### config.mk
export PLATFORM = sky130hd
export DESIGN_NAME = acc_ext_datapath
export DESIGN_NICKNAME = d
export VERILOG_FILES = /design/src/rtl/acc_ext_pkg.sv /design/src/rtl/acc_ext_adder.sv /design/src/rtl/acc_ext_shifter.sv /design/src/rtl/acc_ext_datapath.sv
export SDC_FILE = /design/constraint.sdc
export NUM_CORES = 1
export LEC_CHECK = 0
export CELL_PAD_IN_SITES_DETAIL_PLACEMENT = 1
export CELL_PAD_IN_SITES_GLOBAL_PLACEMENT = 1
export CORE_MARGIN = 5
export CORE_UTILIZATION = 44
export DETAILED_ROUTE_END_ITERATION = 10
export PLACE_DENSITY_LB_ADDON = 0.1
export SYNTH_ARGS = -nofsm -noshare
export SYNTH_HDL_FRONTEND = slang
export SYNTH_SLANG_ARGS = --single-unit
### constraint.sdc
create_clock -name clk -period 11.6 [get_ports clk]
set_input_delay 1.74 -clock clk [delete_from_list [all_inputs] [get_ports clk]]
set_output_delay 1.74 -clock clk [all_outputs]
set_load 0.02 [all_outputs]
### src/rtl/acc_ext_pkg.sv
package acc_ext_pkg;

    localparam int OP_W = 4;

    typedef enum logic [OP_W-1:0] {
        OP_NOP    = 4'd0,
        OP_LOAD   = 4'd1,
        OP_ADD    = 4'd2,
        OP_DADD   = 4'd3,
        OP_CADD   = 4'd4,
        OP_AND    = 4'd5,
        OP_OR     = 4'd6,
        OP_XOR    = 4'd7,
        OP_SHR    = 4'd8,
        OP_SHRL   = 4'd9,
        OP_ROR    = 4'd10,
        OP_RORC   = 4'd11,
        OP_XCHG   = 4'd12,
        OP_SERIAL = 4'd13,
        OP_SETC   = 4'd14,
        OP_CLRC   = 4'd15
    } op_e;

    typedef enum logic [1:0] {
        SH_ZERO  = 2'd0,
        SH_LINK  = 2'd1,
        SH_ROT   = 2'd2,
        SH_ROTC  = 2'd3
    } shift_e;

endpackage

### src/rtl/acc_ext_adder.sv
module acc_ext_adder #(
    parameter int W = 8
) (
    input  logic [W-1:0] a_i,
    input  logic [W-1:0] b_i,
    input  logic         cin_i,
    input  logic         dec_i,
    output logic [W-1:0] sum_o,
    output logic         cout_o,
    output logic         ovf_o
);
    localparam int DIGITS = W / 4;

    logic [W-1:0] bin_sum;
    logic         bin_cout;
    logic [W-1:0] dec_sum;
    logic         dec_cout;
    logic [4:0]   digit;
    logic         dcarry;

    always_comb begin
        {bin_cout, bin_sum} = {1'b0, a_i} + {1'b0, b_i} + {{W{1'b0}}, cin_i};
    end

    always_comb begin
        dec_sum = '0;
        dcarry  = cin_i;
        digit   = '0;
        for (int i = 0; i < DIGITS; i++) begin
            digit = {1'b0, a_i[4*i +: 4]} + {1'b0, b_i[4*i +: 4]} + {4'd0, dcarry};
            if (digit > 5'd9) begin
                digit  = digit + 5'd6;
                dcarry = 1'b1;
            end else begin
                dcarry = 1'b0;
            end
            dec_sum[4*i +: 4] = digit[3:0];
        end
        dec_cout = dcarry;
    end

    always_comb begin
        sum_o  = dec_i ? dec_sum : bin_sum;
        cout_o = dec_i ? dec_cout : bin_cout;
        ovf_o  = (a_i[W-1] == b_i[W-1]) && (bin_sum[W-1] != a_i[W-1]);
    end

endmodule

### src/rtl/acc_ext_shifter.sv
module acc_ext_shifter
    import acc_ext_pkg::*;
#(
    parameter int W = 8
) (
    input  logic [W-1:0] val_i,
    input  logic         cin_i,
    input  shift_e       mode_i,
    output logic [W-1:0] res_o,
    output logic         cout_o
);
    always_comb begin
        res_o  = {1'b0, val_i[W-1:1]};
        cout_o = cin_i;
        unique case (mode_i)
            SH_ZERO: res_o = {1'b0, val_i[W-1:1]};
            SH_LINK: res_o = {cin_i, val_i[W-1:1]};
            SH_ROT:  res_o = {val_i[0], val_i[W-1:1]};
            SH_ROTC: begin
                res_o  = {cin_i, val_i[W-1:1]};
                cout_o = val_i[0];
            end
            default: res_o = {1'b0, val_i[W-1:1]};
        endcase
    end
endmodule

### src/rtl/acc_ext_datapath.sv
module acc_ext_datapath
    import acc_ext_pkg::*;
#(
    parameter int W = 8
) (
    input  logic            clk,
    input  logic            rst_n,
    input  logic            op_valid,
    input  logic [OP_W-1:0] op_code,
    input  logic            src_ext,
    input  logic [W-1:0]    operand_in,
    input  logic            serial_in,
    output logic            serial_out,
    output logic [W-1:0]    acc_out,
    output logic [W-1:0]    ext_out,
    output logic            carry_out,
    output logic            ovf_out
);
    typedef struct packed {
        logic [W-1:0] acc;
        logic [W-1:0] ext;
        logic         cy;
        logic         ov;
        logic         so;
    } state_t;

    state_t st_d, st_q;
    op_e    op;

    logic [W-1:0] opnd;
    logic [W-1:0] add_b;
    logic         add_dec;
    logic [W-1:0] add_sum;
    logic         add_cout;
    logic         add_ovf;
    shift_e       sh_mode;
    logic [W-1:0] sh_res;
    logic         sh_cout;

    always_comb begin
        op      = op_e'(op_code);
        opnd    = src_ext ? st_q.ext : operand_in;
        add_b   = (op == OP_CADD) ? ~opnd : opnd;
        add_dec = (op == OP_DADD);
        sh_mode = shift_e'(op_code[1:0]);
    end

    acc_ext_adder #(.W(W)) u_add (
        .a_i    (st_q.acc),
        .b_i    (add_b),
        .cin_i  (st_q.cy),
        .dec_i  (add_dec),
        .sum_o  (add_sum),
        .cout_o (add_cout),
        .ovf_o  (add_ovf)
    );

    acc_ext_shifter #(.W(W)) u_shift (
        .val_i  (st_q.acc),
        .cin_i  (st_q.cy),
        .mode_i (sh_mode),
        .res_o  (sh_res),
        .cout_o (sh_cout)
    );

    always_comb begin
        st_d = st_q;
        if (op_valid) begin
            unique case (op)
                OP_NOP:  ;
                OP_LOAD: st_d.acc = opnd;
                OP_ADD, OP_CADD: begin
                    st_d.acc = add_sum;
                    st_d.cy  = add_cout;
                    st_d.ov  = add_ovf;
                end
                OP_DADD: begin
                    st_d.acc = add_sum;
                    st_d.cy  = add_cout;
                end
                OP_AND: st_d.acc = st_q.acc & opnd;
                OP_OR:  st_d.acc = st_q.acc | opnd;
                OP_XOR: st_d.acc = st_q.acc ^ opnd;
                OP_SHR, OP_SHRL, OP_ROR, OP_RORC: begin
                    st_d.acc = sh_res;
                    st_d.cy  = sh_cout;
                end
                OP_XCHG: begin
                    st_d.acc = st_q.ext;
                    st_d.ext = st_q.acc;
                end
                OP_SERIAL: begin
                    st_d.ext = {serial_in, st_q.ext[W-1:1]};
                    st_d.so  = st_q.ext[0];
                end
                OP_SETC: st_d.cy = 1'b1;
                OP_CLRC: st_d.cy = 1'b0;
                default: ;
            endcase
        end
    end

    always_ff @(posedge clk) begin
        if (!rst_n) begin
            st_q <= '0;
        end else begin
            st_q <= st_d;
        end
    end

    assign acc_out    = st_q.acc;
    assign ext_out    = st_q.ext;
    assign carry_out  = st_q.cy;
    assign ovf_out    = st_q.ov;
    assign serial_out = st_q.so;


    dec_keeps_ovf_chk: assert property (@(posedge clk) disable iff (!rst_n)
        (op_valid && op_code == 4'd3) |=> $stable(ovf_out));


    logic_keeps_flags_chk: assert property (@(posedge clk) disable iff (!rst_n)
        (op_valid && (op_code == 4'd5 || op_code == 4'd6 || op_code == 4'd7))
        |=> ($stable(carry_out) && $stable(ovf_out)));


    serial_shift_chk: assert property (@(posedge clk) disable iff (!rst_n)
        (op_valid && op_code == 4'd13)
        |=> (serial_out == $past(ext_out[0]) && ext_out[W-1] == $past(serial_in)));


    serial_hold_chk: assert property (@(posedge clk) disable iff (!rst_n)
        !(op_valid && op_code == 4'd13) |=> $stable(serial_out));


    set_carry_chk: assert property (@(posedge clk) disable iff (!rst_n)
        (op_valid && op_code == 4'd14) |=> (carry_out && $stable(acc_out)));


    clr_carry_chk: assert property (@(posedge clk) disable iff (!rst_n)
        (op_valid && op_code == 4'd15) |=> (!carry_out && $stable(acc_out)));


    idle_hold_chk: assert property (@(posedge clk) disable iff (!rst_n)
        (!op_valid) |=> ($stable(acc_out) && $stable(ext_out) && $stable(carry_out)));

endmodule

Yosys cells after proc, flatten, opt, wreduce, memory -nomap -nowiden
Index checks and enable logic that the tools add are counted.
- flip-flop bits (word level): 19
- input bits: 17
- multiplexer cells: 13
- order comparisons: 2
- reduce and logical (&&, ||, !) cells: 14
- add/sub/neg operators: 8
- bitwise operators: 4
- equal/unequal tests: 21
- operators with widths (operator ; count):
    one-hot mux 8 bit (7 select lines) ; 1
    equality test 4 bit (second input constant) ; 8
    two-way mux 8 bit ; 3
    one-hot mux 8 bit (3 select lines) ; 1
    equality test 4 x 3 -> 1 bit (second input constant) ; 4
    one-hot mux 8 bit (2 select lines) ; 1
    adder 4 x 4 -> 5 bit ; 2
    adder 5 x 1 -> 5 bit ; 2
    > comparator 5 x 4 -> 1 bit (second input constant) ; 2
    adder 8 x 8 -> 9 bit ; 1
    adder 9 x 1 -> 9 bit ; 1
    adder 4 x 3 -> 4 bit (second input constant) ; 2
    bitwise AND 8 bit ; 1
    equality test 4 x 2 -> 1 bit (second input constant) ; 2
    two-way mux 4 bit ; 2
    NOT 8 bit ; 1
    bitwise OR 8 bit ; 1
    AND reduction 2 bit ; 4
    bitwise XOR 8 bit ; 1
    nonzero test 7 bit ; 1
    equality test 2 bit (second input constant) ; 2
    equality test 4 x 1 -> 1 bit (second input constant) ; 1
    two-way mux 1 bit ; 4
    one-hot mux 1 bit (4 select lines) ; 1
    other kinds (12) ; 13

Depth between registers and ports, before layout
- depth in word-level cells: 12
- mapped depth: 21
- gate-level depth less buffers: 19

Modules after synthesis
A second synthesis with hierarchy kept.
- cells, all modules: 360
- area, all modules: 2820.2 µm²
- by module, submodules not included (module ; area an instance (µm²) ; instances ; cells each):
    acc_ext_datapath ; 1953.1 ; 1 ; 242
    acc_ext_adder ; 783.3 ; 1 ; 106
    acc_ext_shifter ; 83.8 ; 1 ; 12

Worst setup path after synthesis
Ideal clock, no wire load.
- kind: input-to-reg
- start: in op_code[1]
- end: reg st_q, in the netlist acc_out[6]
- cell stages on the path: 20
- required time: 11535 ps
- slack: 5614 ps
- arrival: 5921 ps
- cells stage by stage: buf_2 -> nand2b_1 -> nor3_1 -> buf_2 -> xnor2_1 -> fa_1 -> nor2b_1 -> or2_2 -> ha_1 -> nand2_1 -> o21a_1 -> o22ai_1 -> fa_1 -> fa_1 -> xor2_1 -> ha_1 -> a31oi_1 -> nand2b_1 -> a2111o_1 -> nand4b_1
- word-level cells in the longest chain between the ends: 11
- ends and longest elaborated chain (item ; RTL line ; source):
    start, declared ; acc_ext_datapath.sv:9 ; input logic [OP_W-1:0] op_code,
    equality test 4 x 3 -> 1 bit ; acc_ext_datapath.sv:43, acc_ext_datapath.sv:69 ;
    two-way mux 8 bit ; acc_ext_datapath.sv:43 ; add_b = (op == OP_CADD) ? ~opnd : opnd;
    adder 4 x 4 -> 5 bit ; acc_ext_adder.sv:30 ; digit = {1'b0, a_i[4*i +: 4]} + {1'b0, b_i[4*i +: 4]} + {4'd0, dcarry};
    adder 5 x 1 -> 5 bit ; acc_ext_adder.sv:30 ;
    > comparator 5 x 4 -> 1 bit ; acc_ext_adder.sv:31 ; if (digit > 5'd9) begin
    two-way mux 1 bit ; acc_ext_adder.sv:31 ;
    adder 5 x 1 -> 5 bit ; acc_ext_adder.sv:30 ;
    adder 4 x 3 -> 4 bit / > comparator 5 x 4 -> 1 bit (equally long branches) ; acc_ext_adder.sv:32, acc_ext_adder.sv:31 ;
    two-way mux 4 bit ; acc_ext_adder.sv:31 ;
    two-way mux 8 bit ; acc_ext_adder.sv:43 ; sum_o = dec_i ? dec_sum : bin_sum;
    one-hot mux 8 bit (7 select lines) ; acc_ext_datapath.sv:69 ; unique case (op)
    end signal, assigned ; acc_ext_datapath.sv:107 ; st_q <= st_d;
    end, declared ; acc_ext_datapath.sv:27 ; state_t st_d, st_q;
Parallel ways exist; a longest one is shown, timed or not.
A chain may end at the register's enable or synchronous reset.

Worst setup path in the final report
- start: in op_code[2]
- end: reg st_q, in the netlist acc_out[7]
The elaborated chain is that of the path after synthesis.

==> impl_metrics.csv <==
group,metric,value,unit
status,status,"finished clean",
sta,period_minus_slack,6.706,ns
floorplan,die-area,0.007552,mm2
floorplan,rows,28,
layout,layout_common_cells,"clkdlybuf4s50_1 (35), nor2_1 (31), nand2_1 (25), a21oi_1 (25), ha_1 (25)",
clock_network,tritoncts,"done",
yosys,synthArstFlopShare,0,
layout,nets,419,
layout,mostFrequentLayoutCell,"clkdlybuf4s50_1",
yosys,synth_area_leaders,"dfxtp_1 (15%), ha_1 (12%), mux2i_1 (5.8%)",
yosys,yosysWarnings,0,
floorplan,die_x,86.91,um
flow_run,max_cap_violations,0,
sta,tns,0,ns
clock_network,holdBufCountCts,0,
global_routing,grt_pass1_vias,2700,
drt,first_iter_violations,197,
sta,fin_skew,0.003535,ns
place,gp_congestion,0.8824,
power,power.total,263.5,uW
global_routing,grt_pass1_wl,14210,um
yosys,syn_inst,349,
global_routing,grt_overflow,0,
sta,hold_viol,0,
worst_hold_path,worstHoldPathType,"flip-flop to flip-flop",
drt,ant_nets,0,
power,powerDensity,87.34,mW/mm2
floorplan,fp.dieH,86.91,um
global_routing,antenna_found_initial,0,
yosys,syn_avg_cell_area,7.457,um2
yosys,ys.flop_type,"dfxtp_1",
yosys,syn-cell-area,0.002602,mm2
power,internal_power,148.6,uW
sta,grt_setup_unrepaired,"no",
power,combPwrFrac,0.501,
clock_network,cts_setup_buffers,0,
place,place_hpwl,6946,um
global_routing,grt_max_degree,37,
yosys,synth_top_area_frac,0.1462,
yosys,synth-seq-cells,19,
drt,vias,2711,
clock_network,clock_latency,0.27,ns
clock_network,ctsResizeCount,0,
clock_network,clkSlewWorstSetupHoldPaths,0.09,ns
yosys,synthDistinctLibCells,63,
floorplan,ios,36,
setup_path,critPathLaunchType,"primary input",
power,peakVddDrop,0.00004551,V
global_routing,grt_usage,0.2371,
drt,drc_errors,0,
layout,n_antenna_cell,0,
layout,post-route-cell-area,0.003017,mm2
setup_path,r2r_slack,6.96,ns
drt,drt-total-wl,8791,um
layout,syn2layout_area_growth,15.91,%
sta,relSlewSlack,0.3563,
floorplan,core,0.005851,mm2
sta,drv_slew,0,
clock_network,cts_buffers,3,
yosys,yosysSeqAreaShare,0.1462,
drt,viasPerCell,6.051,
power,p_sw,114.8,uW
power,seq_power_share,0.292,
setup_path,criticalPathCategory,"primary input to flip-flop",
sta,setup_viol,0,
sta,max_freq,0.1491,GHz
setup_path,crit_arrival,6.85,ns
yosys,synth_top_cell_by_area,"dfxtp_1",
sta,hold_slack,0.5085,ns
sta,post-route-period-util,0.5781,
yosys,syn_nets,394,
setup_path,crit_fanout,35,
sta,timing_worst_slew_pin_value,0.9603,ns
setup_path,cp-end-kind,"flip-flop",
clock_network,htreeDepth,1,
floorplan,start_util,0.4448,
power,p_leak,0.001226,uW
yosys,synth_edf_count,0,
layout,fin_util,0.5156,
clock_network,cts-root-buf,"clkbuf_8",
power,swShare,0.4358,
clock_network,clock-sinks,19,
place,io_buffer_count,35,
drt,first_pass_iters,4,
setup_path,crit_required,11.74,ns
drt,routedWlPerCell,19.62,um
layout,drive_gt1_frac,0.07239,
power,p_clk_frac,0.207,
place,placed_area,0.002972,mm2
clock_network,clock_path_buffers,2,
-- cell families after synthesis --
group / share of synthesized area
AND/OR/NAND/NOR: 0.2125
multiplexers: 0.06634
AO/OA/AOI/OAI: 0.2928
buffers and inverters: 0.08509
XOR/XNOR: 0.05385
flip-flops: 0.1462
adder cells (fa/ha/maj): 0.1433
-- flip-flops by register name, indices dropped and copies added, names as in the netlist --
| name | cells |
|---|---|
| acc_out | 8 |
| carry_out | 1 |
| ext_out | 8 |
| ovf_out | 1 |
| serial_out | 1 |
-- Yosys cell counts, types with 4 or more instances --
library cell and number:
ha_1 25, dfxtp_1 19, a31oi_1 6, nand3_1 10, xnor2_1 13, o211ai_1 5, inv_1 23, inv_2 4
and3_1 4, a221o_1 4, o21ai_1 8, nor2_1 31, a211oi_1 11, nor2b_1 8, o21ai_0 19, buf_2 15
nand2_1 25, nor3_1 9, mux2i_1 15, a22oi_1 4, a21oi_1 25
-- worst max-delay path, cell delays in order --
cell and delay [ns]:
clkdlybuf4s50_1 0.45, buf_4 0.31, nand2b_1 0.16, nor3_1 0.16
buf_4 0.23, xnor2_1 0.15, ha_1 0.26, nor2b_4 0.16
o21ai_0 0.29, nand2_1 0.15, ha_1 0.26, nand2_1 0.07
o21a_1 0.15, o22ai_1 0.14, fa_1 0.48, fa_1 0.43
xor2_1 0.19, ha_1 0.27, a31oi_1 0.22, nor2_1 0.06
o311ai_0 0.37, o211ai_1 0.15
-- worst paths after layout --
path                                 start         end  cells after the start
worst max register to register  ext_out[1]  acc_out[7]                     19
worst min register to register     ovf_out     ovf_out                      2
worst max-delay path            op_code[2]  acc_out[7]                     22
worst min-delay path               ovf_out     ovf_out                      2
-- through the flow --
stage	instances	setup WS (ns)
floorplan	349	5.614
global placement	444	4.807
detailed placement	444	4.640
CTS	448	4.910
global route	448	4.489
finish	448	4.894
-- per-layer routing --
metal,routed length (um),vias to the layer above,track usage,part of all wire
met3,408,6,0.01892,0.046
met2,4318,58,0.4099,0.49
met4,59,0,0.04533,0.0067
met5,0,-,0,0
met1,4005,1333,0.3227,0.46
li1,-,1314,-,-
-- area by class of cell --
| cell class | count | area, um2 |
|---|---|---|
| fill | 746 | 2834 |
| multi-input combinational | 282 | 2001 |
| timing repair buffer | 41 | 395.4 |
| sequential | 19 | 380.4 |
| inverter | 27 | 101.3 |
| tap | 75 | 93.84 |
| clock buffer | 4 | 45.04 |
-- power by group through the flow --
stage / sequential [uW] / clock [uW] / combinational (uW)
6_report: 76.9 / 54.6 / 132
2_1_floorplan: 79.4 / 0 / 89.6
4_1_cts: 76.9 / 53.6 / 132
5_1_grt: 77.9 / 55.6 / 145
3_3_place_gp: 78.4 / 0 / 126
3_5_place_dp: 78.4 / 0 / 131
No activity file was read; power rests on OpenSTA's default activity.
